`src/rtl/ssp_pkg.sv`:
```
package ssp_pkg;
  localparam logic [1:0] ADDR_CTRL = 2'd0;
  localparam logic [1:0] ADDR_DATA = 2'd1;
  localparam logic [1:0] ADDR_CMD  = 2'd2;

  typedef struct packed {
    logic pin_role;  // 1: select input, 0: ready output
    logic pin_en;    // fourth pin enabled
    logic pol;       // clock idle level
    logic late;      // sample on trailing edge
    logic msb;       // MSB first
    logic master;    // 1: master, 0: slave
  } ctrl_t;

  localparam int CTRL_W = $bits(ctrl_t);
endpackage

```
`src/rtl/ssp_regs.sv`:
```
module ssp_regs
  import ssp_pkg::*;
#(
  parameter int DATA_W = 8
) (
  input  logic              clk,
  input  logic              rst,
  input  logic              we,
  input  logic [1:0]        addr,
  input  logic [DATA_W-1:0] wdata,
  input  logic              busy,
  input  logic              done,
  input  logic [DATA_W-1:0] rx_byte,
  output ctrl_t             ctrl,
  output logic              load,
  output logic [DATA_W-1:0] load_byte,
  output logic              start,
  output logic [DATA_W-1:0] rdata
);
  ctrl_t ctrl_q;

  always_ff @(posedge clk) begin
    if (rst) begin
      ctrl_q <= '0;
    end else if (we && addr == ADDR_CTRL && !busy) begin
      ctrl_q <= ctrl_t'(wdata[CTRL_W-1:0]);
    end
  end

  always_comb begin
    load      = we && (addr == ADDR_DATA) && !busy;
    load_byte = wdata;
    start     = we && (addr == ADDR_CMD) && wdata[0] && !busy;
    ctrl      = ctrl_q;
  end

  always_ff @(posedge clk) begin
    if (rst) begin
      rdata <= '0;
    end else begin
      case (addr)
        ADDR_CTRL: rdata <= {{(DATA_W-CTRL_W){1'b0}}, ctrl_q};
        ADDR_DATA: rdata <= rx_byte;
        ADDR_CMD:  rdata <= {{(DATA_W-2){1'b0}}, busy, done};
        default:   rdata <= '0;
      endcase
    end
  end

  // control bits must not move while a frame runs
  assert_ctrl_frozen_R12: assert property (@(posedge clk) disable iff (rst)
    busy |=> $stable(ctrl_q));
endmodule

```
`src/rtl/ssp_clkgen.sv`:
```
module ssp_clkgen #(
  parameter int DATA_W   = 8,
  parameter int HALF_DIV = 4
) (
  input  logic clk,
  input  logic rst,
  input  logic master,
  input  logic pol,
  input  logic sel_en,
  input  logic start,
  input  logic sck_i,
  input  logic sdi,
  input  logic sel_n_i,
  output logic lead,
  output logic trail,
  output logic sdi_smp,
  output logic sck_o,
  output logic sck_oe
);
  localparam int TMR_W   = (HALF_DIV > 1) ? $clog2(HALF_DIV) : 1;
  localparam int TOGGLES = 2 * DATA_W;
  localparam int TOG_W   = $clog2(TOGGLES + 1);

  // master clock generator
  logic             run;
  logic [TMR_W-1:0] tmr;
  logic [TOG_W-1:0] tog;
  logic             sck_q;
  logic             tmr_end;

  assign tmr_end = (tmr == TMR_W'(HALF_DIV - 1));

  always_ff @(posedge clk) begin
    if (rst) begin
      run   <= 1'b0;
      tmr   <= '0;
      tog   <= '0;
      sck_q <= 1'b0;
    end else if (!run) begin
      tmr   <= '0;
      tog   <= '0;
      sck_q <= pol;
      if (start && master) run <= 1'b1;
    end else if (tmr_end) begin
      tmr   <= '0;
      sck_q <= ~sck_q;
      tog   <= tog + 1'b1;
      if (tog == TOG_W'(TOGGLES - 1)) run <= 1'b0;
    end else begin
      tmr <= tmr + 1'b1;
    end
  end

  // slave synchronisers; data carries one extra stage so it lines up
  // with the clock sample taken before the detected edge
  logic sck_m, sck_s, sck_p;
  logic sdi_m, sdi_s, sdi_p;
  logic sel_m, sel_s;

  always_ff @(posedge clk) begin
    if (rst) begin
      {sck_m, sck_s, sck_p} <= '0;
      {sdi_m, sdi_s, sdi_p} <= '0;
      {sel_m, sel_s}        <= 2'b11;
    end else begin
      sck_m <= sck_i;  sck_s <= sck_m;  sck_p <= sck_s;
      sdi_m <= sdi;    sdi_s <= sdi_m;  sdi_p <= sdi_s;
      sel_m <= sel_n_i; sel_s <= sel_m;
    end
  end

  logic sl_edge, sl_gate;
  assign sl_edge = sck_s ^ sck_p;
  assign sl_gate = !master && (!sel_en || !sel_s);

  always_comb begin
    if (master) begin
      lead    = run && tmr_end && !tog[0];
      trail   = run && tmr_end &&  tog[0];
      sdi_smp = sdi;
    end else begin
      lead    = sl_edge && sl_gate && (sck_s != pol);
      trail   = sl_edge && sl_gate && (sck_s == pol);
      sdi_smp = sdi_p;
    end
  end

  assign sck_o  = sck_q;
  assign sck_oe = master;

  // the master clock holds its level for a whole half period
  assert_half_period_R3: assert property (@(posedge clk) disable iff (rst)
    (run && !tmr_end) |=> $stable(sck_q));
endmodule

```
`src/rtl/ssp_shifter.sv`:
```
module ssp_shifter #(
  parameter int DATA_W = 8
) (
  input  logic              clk,
  input  logic              rst,
  input  logic              msb,
  input  logic              late,
  input  logic              load,
  input  logic [DATA_W-1:0] load_byte,
  input  logic              start,
  input  logic              lead,
  input  logic              trail,
  input  logic              sdi_smp,
  output logic              sdo,
  output logic              busy,
  output logic              done,
  output logic [DATA_W-1:0] rx_byte,
  output logic              first_pending
);
  localparam int CNT_W = $clog2(DATA_W + 1);

  logic [DATA_W-1:0] tx_q, rx_q, tx_nxt, rx_nxt;
  logic [CNT_W-1:0]  lcnt, tcnt;
  logic              adv;

  always_comb begin
    if (msb) begin
      tx_nxt = {tx_q[DATA_W-2:0], 1'b0};
      rx_nxt = {rx_q[DATA_W-2:0], sdi_smp};
    end else begin
      tx_nxt = {1'b0, tx_q[DATA_W-1:1]};
      rx_nxt = {sdi_smp, rx_q[DATA_W-1:1]};
    end
    // output moves on leading edges; which ones depends on the sample edge
    adv = late ? (lcnt != '0) : (lcnt != CNT_W'(DATA_W - 1));
  end

  always_ff @(posedge clk) begin
    if (rst) begin
      tx_q <= '0;
      rx_q <= '0;
      lcnt <= '0;
      tcnt <= '0;
      busy <= 1'b0;
      done <= 1'b0;
    end else begin
      if (load) tx_q <= load_byte;
      if (start) begin
        busy <= 1'b1;
        done <= 1'b0;
        lcnt <= '0;
        tcnt <= '0;
      end else if (busy) begin
        if (lead) begin
          lcnt <= lcnt + 1'b1;
          if (!late) rx_q <= rx_nxt;
          if (adv)   tx_q <= tx_nxt;
        end
        if (trail) begin
          tcnt <= tcnt + 1'b1;
          if (late) rx_q <= rx_nxt;
          if (tcnt == CNT_W'(DATA_W - 1)) begin
            busy <= 1'b0;
            done <= 1'b1;
          end
        end
      end
    end
  end

  assign sdo           = msb ? tx_q[DATA_W-1] : tx_q[0];
  assign rx_byte       = rx_q;
  assign first_pending = busy && (lcnt == '0);

  // never both edges in one cycle
  assert_one_edge_R5: assert property (@(posedge clk) disable iff (rst)
    $onehot0({lead, trail}));
  // done appears only as the result of a trailing edge
  assert_done_on_trail_R7: assert property (@(posedge clk) disable iff (rst)
    $rose(done) |-> $past(trail));
  // output data is held between leading edges
  assert_sdo_hold_R4: assert property (@(posedge clk) disable iff (rst)
    (busy && !lead) |=> $stable(sdo));
endmodule

```
`src/rtl/sync_serial_port.sv`:
```
module sync_serial_port
  import ssp_pkg::*;
#(
  parameter int DATA_W   = 8,
  parameter int HALF_DIV = 4
) (
  input  logic              clk,
  input  logic              rst,
  input  logic              reg_we,
  input  logic [1:0]        reg_addr,
  input  logic [DATA_W-1:0] reg_wdata,
  output logic [DATA_W-1:0] reg_rdata,
  input  logic              sck_i,
  output logic              sck_o,
  output logic              sck_oe,
  input  logic              sdi,
  output logic              sdo,
  input  logic              aux_i,
  output logic              aux_o,
  output logic              aux_oe,
  output logic              done_o
);
  ctrl_t             ctrl;
  logic              load, start, busy, done, lead, trail, sdi_smp, first_pending;
  logic [DATA_W-1:0] load_byte, rx_byte;
  logic              ready_role, aux_q;

  ssp_regs #(.DATA_W(DATA_W)) u_regs (
    .clk(clk), .rst(rst), .we(reg_we), .addr(reg_addr), .wdata(reg_wdata),
    .busy(busy), .done(done), .rx_byte(rx_byte), .ctrl(ctrl),
    .load(load), .load_byte(load_byte), .start(start), .rdata(reg_rdata)
  );

  ssp_clkgen #(.DATA_W(DATA_W), .HALF_DIV(HALF_DIV)) u_clk (
    .clk(clk), .rst(rst), .master(ctrl.master), .pol(ctrl.pol),
    .sel_en(ctrl.pin_en && ctrl.pin_role), .start(start),
    .sck_i(sck_i), .sdi(sdi), .sel_n_i(aux_i),
    .lead(lead), .trail(trail), .sdi_smp(sdi_smp),
    .sck_o(sck_o), .sck_oe(sck_oe)
  );

  ssp_shifter #(.DATA_W(DATA_W)) u_shift (
    .clk(clk), .rst(rst), .msb(ctrl.msb), .late(ctrl.late),
    .load(load), .load_byte(load_byte), .start(start),
    .lead(lead), .trail(trail), .sdi_smp(sdi_smp),
    .sdo(sdo), .busy(busy), .done(done), .rx_byte(rx_byte),
    .first_pending(first_pending)
  );

  assign ready_role = ctrl.pin_en && !ctrl.master && !ctrl.pin_role;

  always_ff @(posedge clk) begin
    if (rst) aux_q <= 1'b0;
    else     aux_q <= ready_role && first_pending;
  end

  assign aux_o  = aux_q;
  assign aux_oe = ready_role;
  assign done_o = done;

  // ready drops two cycles after the first leading edge is seen
  assert_ready_drop_R9: assert property (@(posedge clk) disable iff (rst)
    (lead && first_pending) |=> ##1 !aux_o);
  // a disabled fourth pin never drives high
  assert_pin_off_R11: assert property (@(posedge clk) disable iff (rst)
    !ctrl.pin_en |=> !aux_o);
endmodule

```
`config.mk`:
```
export PLATFORM = sky130hd
export DESIGN_NAME = sync_serial_port
export DESIGN_NICKNAME = d
export VERILOG_FILES = /design/src/rtl/ssp_pkg.sv /design/src/rtl/ssp_regs.sv /design/src/rtl/ssp_clkgen.sv /design/src/rtl/ssp_shifter.sv /design/src/rtl/sync_serial_port.sv
export SDC_FILE = /design/constraint.sdc
export NUM_CORES = 1
export LEC_CHECK = 0
export ABC_AREA = 1
export BUFFER_PORTS_ARGS = -buffer_cell sky130_fd_sc_hd__buf_2
export CORE_MARGIN = 5
export CORE_UTILIZATION = 44
export CTS_CLUSTER_DIAMETER = 120
export CTS_CLUSTER_SIZE = 30
export DETAILED_ROUTE_END_ITERATION = 8
export SYNTH_ARGS = -nofsm -noshare
export SYNTH_HDL_FRONTEND = slang
export SYNTH_SLANG_ARGS = --single-unit
```
`constraint.sdc`:
```
create_clock -name clk -period 1.77 [get_ports clk]
set_input_delay 0.354 -clock clk [delete_from_list [all_inputs] [get_ports clk]]
set_output_delay 0.354 -clock clk [all_outputs]
set_load 0.1 [all_outputs]
```
==> run metrics, run 1 <==
status=finished, final reports clean; unrepaired setup endpoints after global routing=false; vias in the first global route=2385; Fmax achieved=0.6101 GHz; HPWL after DPL=4753 µm; clock tree buffer depth=2; Slew headroom=61.72%; CP required=1.42 ns; largest net degree at the start of global routing=23; area grow syn2layout=16.93%; number of H-tree levels=3; Max FO, Critical Path=5; CTS tree=yes; Post-Syn Nets=416; total CTS buffers=9; initial DRC count=76; worst min-delay path class=input pin to flip-flop; post-synthesis cell count=394; Die Span Y=89.79 µm; yosys warns=0; Period Utilization, post-route=92.60%; via count=2498; number of flops mapped to enable cells by yosys=0; maximum vdd ir drop=0.0004230 V; worst-skew pair later-pin latency=0.34 ns; first-pass GRT wire length=10870 µm; Finish-stage setup viols=0; Post-CTS Setup Inserts=0; vias per inst=4.869; Distinct cells, synth=31; max-cap violation count=0; Mapped Area=0.002801 mm²; I/O pins=30; crit path time final=1.639 ns; Final nets=453; FFs w/ async S/R, synth=0%; setup_tns=0 ns; CP max stage delay=0.43 ns; Synth Area per Inst=7.110 µm²; crit path DAT=1.29 ns; CP max-delay cell=dfxtp_1; Tightest Pin Transition=0.5736 ns; Final Skew=0.009732 ns; Pwr Total=2.912 mW; Pins Over Slew Limit=0; Final Util=52.18%; critical path launch point type=flip-flop; FF-to-FF Start=u_clk.tmr[0]$_SDFF_PP0_; placed inst area=0.003068 mm²; Die Width=89.79 µm; post-cts hold buffer count=0; wire length per cell=12.69 µm; Yosys reg bits=58; Seq/Total Area, Yosys=41.45%; total die area=0.008062 mm²; PwrDens=889.1 mW/mm²; DRC=0; ratio of cells with drive above 1 in the final layout=19.27%; drt total wl=6508 µm; design area=0.003276 mm²; Static Leak=1.572 nW; Rows=29; Total GRT Usage=16.52%; Final ANT Viol Nets=0; CP startpoint=u_regs.ctrl[4]$_SDFFE_PP0P_; CTS root buf=clkbuf_8; Clock Sinks=58; initial antenna violation count=0; antenna cell count=0; gr ovfl total=0; clk slew on worst S/H paths=0.07 ns; Initial Util=44.63%; RePlAce Congestion=0.7980; dpl ws=0.2709 ns; Final Hold Fails=0; Pre-Repair DR Iteration Count=4; I/O Buffers=29; Crit Path Class=flip-flop to output pin; prevailing post-synth register cell=dfxtp_1; CP Capture Type=output pin; core area=0.006277 mm²; CP Cell Sequence=nand2_1, nor2_4, buf_4; hold path start=aux_i; min setup slack post-route=0.1310 ns
## cell families after synthesis
kind of cell | after synthesis | synth area share, %
mux | 1 | 0.4019
flops | 58 | 41.45
compound gates | 64 | 12.73
fa+ha+maj | 6 | 2.680
simple gates | 196 | 31.26
xor+xnor | 3 | 0.9381
buf+inv | 66 | 10.54
## path summary, 6_finish.rpt
path	to	cells past startpoint	slack, ns
worst min register to register	u_clk.sdi_p$_SDFF_PP0_	2	0.40
worst max register to register	u_shift.tx_q[7]$_SDFF_PP0_	11	0.26
worst max-delay path	aux_oe	3	0.13
worst min-delay path	u_clk.sel_m$_SDFF_PP1_	2	0.19
## through the flow
| step | hold slack [ns] | cells |
|---|---|---|
| floorplan | 0.3883 | 394 |
| global placement | 0.3916 | 497 |
| detailed placement | 0.3932 | 497 |
| CTS | 0.1819 | 513 |
| global route | 0.1904 | 513 |
| finish | 0.1947 | 513 |
## report_power, final
| group | total (mW) | switching, mW | internal (mW) |
|---|---|---|---|
| combinational | 0.280 | 0.191 | 0.0886 |
| clock | 1.28 | 0.552 | 0.725 |
| sequential | 1.36 | 0.0223 | 1.33 |
## cell usage after synthesis, types with 2 or more instances
master | count | area share (%)
a21oi_1 | 27 | 4.8
and3_1 | 3 | 0.67
buf_2 | 4 | 0.71
buf_6 | 5 | 2.0
clkbuf_1 | 5 | 0.67
dfxtp_1 | 58 | 41
ha_1 | 6 | 2.7
inv_1 | 47 | 6.3
inv_2 | 4 | 0.54
nand2_1 | 91 | 12
nand2_2 | 8 | 1.8
nand2_4 | 4 | 1.6
nand3_1 | 23 | 4.1
nor2_1 | 51 | 6.8
nor3_1 | 10 | 1.8
o21ai_0 | 31 | 5.5
or2_2 | 2 | 0.45
xor2_1 | 2 | 0.63
## registers in the layout, indices dropped and copies added, names as in the netlist, 2 cells and up
signal	count
u_shift.tcnt	4
u_clk.tog	5
u_clk.tmr	2
u_regs.rdata	8
u_shift.lcnt	4
u_shift.rx_byte	8
u_shift.tx_q	8
u_regs.ctrl	6
## critical path, delay by kind of cell, from the launching register on
family | cells | cell delay [ns]
flops | 1 | 0.43
buf+inv | 1 | 0.29
simple gates | 2 | 0.23
## cell usage in the layout, fill, tap and decap left out, types with 6 or more instances in the layout
cell      instances
a21oi_1          27
ha_1              6
clkbuf_8         11
inv_1            46
o21ai_0          30
nand3_1          23
nand2_2           8
nor3_1           10
dfxtp_1          57
nor2_1           50
nand2_1          91
buf_4            12
buf_2            27
## area by class of cell
cell class,count,area (µm²)
clock buffers,12,155.1
clock inverters,4,50.05
fillers,638,3002
inverters,52,200.2
multi-input cells,270,1364
flip-flops and latches,58,1165
well taps,77,96.34
repair buffers,40,245.2
## metal layers
metal | vias to the layer above | wire (µm) | global-route usage [%]
li1 | 1319 | - | -
met1 | 1133 | 3178 | 21.26
met2 | 33 | 2977 | 25.79
met3 | 13 | 198 | 2.922
met4 | 0 | 153 | 9.572
met5 | - | 0 | 0
## repair_timing
| action | in CTS | in global routing |
|---|---|---|
| gates cloned | 0 | 0 |
| gates resized for setup | 1 | 1 |
| setup endpoints to repair | 1 | 1 |
| pin swaps | 0 | 0 |
(Power assumes the default switching activity.)
==> run 2: changes to the inputs <==
--- a/config.mk
+++ b/config.mk
@@ -8,10 +8,12 @@
 export ABC_AREA = 1
 export BUFFER_PORTS_ARGS = -buffer_cell sky130_fd_sc_hd__buf_2
 export CORE_MARGIN = 5
-export CORE_UTILIZATION = 44
+export CORE_UTILIZATION = 50
 export CTS_CLUSTER_DIAMETER = 120
 export CTS_CLUSTER_SIZE = 30
 export DETAILED_ROUTE_END_ITERATION = 8
+export PLACE_DENSITY = 0.7
 export SYNTH_ARGS = -nofsm -noshare
 export SYNTH_HDL_FRONTEND = slang
 export SYNTH_SLANG_ARGS = --single-unit
+export TNS_END_PERCENT = 20
==> run metrics, run 2 (synthesis results as in run 1) <==
status=finished, final reports clean; Rows=27 (-6.9%); drt total wl=6178 µm (-5.1%); CTS tree=yes; crit path time final=1.644 ns (+0.004955 ns); Static Leak=1.555 nW (-1.1%); Final Hold Fails=0 (unchanged); area grow syn2layout=15.14%; vias per inst=4.913 (+0.90%); maximum vdd ir drop=0.0005244 V (+24%); vias in the first global route=2265 (-5.0%); Total GRT Usage=17.84% (+1.3 points); dpl ws=0.3131 ns (+0.04224 ns); Final Util=58.94% (+6.8 points); critical path launch point type=flip-flop; wire length per cell=12.21 µm (-3.8%); met2 track utilization from global routing=28.19% (+2.4 points); number of H-tree levels=3 (unchanged); setup_tns=0 ns (unchanged); CP max stage delay=0.42 ns (about the same); Final nets=451 (-0.44%); Bufs and invs on worst path=1 (unchanged); CP Cell Sequence=nand2_1, nor2_4, buf_4; worst r2r dst=u_shift.rx_byte[2]$_SDFFE_PP0P_; WP depth=3 (unchanged); CTS root buf=clkbuf_8; global routing's busiest layer=met2; worst min-delay path class=input pin to flip-flop; RePlAce Congestion=0.8339 (+4.5%); Fmax achieved=0.6083 GHz (-0.30%); Pins Over Slew Limit=0 (unchanged); Pre-Repair DR Iteration Count=5 (+1); FF-to-FF Start=u_clk.tmr[0]$_SDFF_PP0_; Critical Path Sink=aux_oe; Initial Util=51.19% (+6.6 points); fin cells=506 (-1.4%); gr ovfl total=0 (unchanged); Final ANT Viol Nets=0 (unchanged); R2R cell count=8 (-3); I/O pins=30 (unchanged); via count=2486 (-0.48%); total CTS buffers=9 (unchanged); initial DRC count=106 (+39%); I/O Buffers=29 (unchanged); HPWL after DPL=4468 µm (-6.0%); largest net degree at the start of global routing=23 (unchanged); most frequent cells in the layout=nand2_1 (91), dfxtp_1 (57), nor2_1 (50), inv_1 (47), o21ai_0 (30); Fin Hold WS=0.1957 ns (+0.001080 ns); Pwr Total=2.679 mW (-8.0%); hold path start=aux_i; min setup slack post-route=0.1260 ns (-0.004955 ns); core area=0.005473 mm² (-13%); total die area=0.007200 mm² (-11%); DRC=0 (unchanged); Final Skew=0.007812 ns (-0.001920 ns); antenna cell count=0 (unchanged); met3 usage=5.049% (+2.1 points); Crit Path Class=flip-flop to output pin; CP delay by family, top=flip-flops; CP max-delay cell=dfxtp_1; initial antenna violation count=0 (unchanged); clock tree buffer depth=2 (unchanged); max-cap violation count=0 (unchanged); met1 Resource Use GR=22.21% (+0.95 points); most common cell after layout, fill and taps aside=nand2_1; Period Utilization, post-route=92.88% (+0.28 points); crit path DAT=1.29 ns (about the same); Die Span Y=84.85 µm (-5.5%); CP required=1.42 ns (about the same); ratio of cells with drive above 1 in the final layout=18.20% (-1.1 points); unrepaired setup endpoints after global routing=false; Finish-stage setup viols=0 (unchanged); placed inst area=0.003059 mm² (-0.29%); Tightest Pin Transition=0.5443 ns (-0.02930 ns); worst-skew pair later-pin latency=0.34 ns (about the same); Die Width=84.85 µm (-5.5%); PwrDens=830.7 mW/mm² (-6.6%); cell count after placement=490 (-1.4%); Clock Sinks=58 (unchanged); register-to-register setup slack=0.28 ns (+0.02 ns); design area=0.003226 mm² (-1.5%); Slew headroom=63.68% (+2.0 points); first-pass GRT wire length=10180 µm (-6.3%); Post-CTS Setup Inserts=0 (unchanged); clk slew on worst S/H paths=0.06 ns (about the same); Max FO, Critical Path=5 (unchanged); CP Capture Type=output pin; CP startpoint=u_regs.ctrl[4]$_SDFFE_PP0P_
## run 2: cell types whose count changed in the layout (fill, tap and decap cells not counted), sizes merged
| cell | previous run | this run |
|---|---|---|
| buf | 40 | 38 |
| bufinv | 1 | 0 |
| clkbuf | 12 | 13 |
| clkinv | 1 | 3 |
| clkinvlp | 2 | 0 |
## run 2: how the worst min path moves through the flow
stage / slack (ns) / cells past startpoint / endpoint
finish: 0.20 / 2 / u_clk.sel_m$_SDFF_PP1_
global placement: 0.39 / 2 / u_clk.sck_s$_SDFF_PP0_
CTS: 0.19 / 2 / u_clk.sel_m$_SDFF_PP1_
floorplan: 0.39 / 2 / u_clk.sck_s$_SDFF_PP0_
detailed placement: 0.39 / 1 / u_clk.sel_s$_SDFF_PP1_
global route: 0.18 / 2 / u_clk.sel_m$_SDFF_PP1_
## run 2: layer usage
layer,wire length [µm],vias up
met3,209,14
li1,-,1310
met1,2994,1124
met4,146,0
met2,2827,38
met5,0,-
## run 2: report_power, final
| part | internal [mW] | leakage (nW) | switching [mW] |
|---|---|---|---|
| logic | 0.0887 | 0.997 | 0.190 |
| registers | 1.33 | 0.471 | 0.0211 |
| clock network | 0.540 | 0.0872 | 0.507 |
## run 2: final cells by class
cell class / count / area [µm²]
Fill cell: 554 / 2247
Multi-Input combinational cell: 270 / 1364
Sequential cell: 58 / 1165
Timing Repair Buffer: 38 / 242.7
Inverter: 52 / 200.2
Clock buffer: 13 / 148.9
Tap cell: 72 / 90.09
Clock inverter: 3 / 15.01
## run 2: timing repair
item,CTS,global route
gates resized for setup,1,0
endpoints found under the setup margin,1,0
hold buffers,0,0
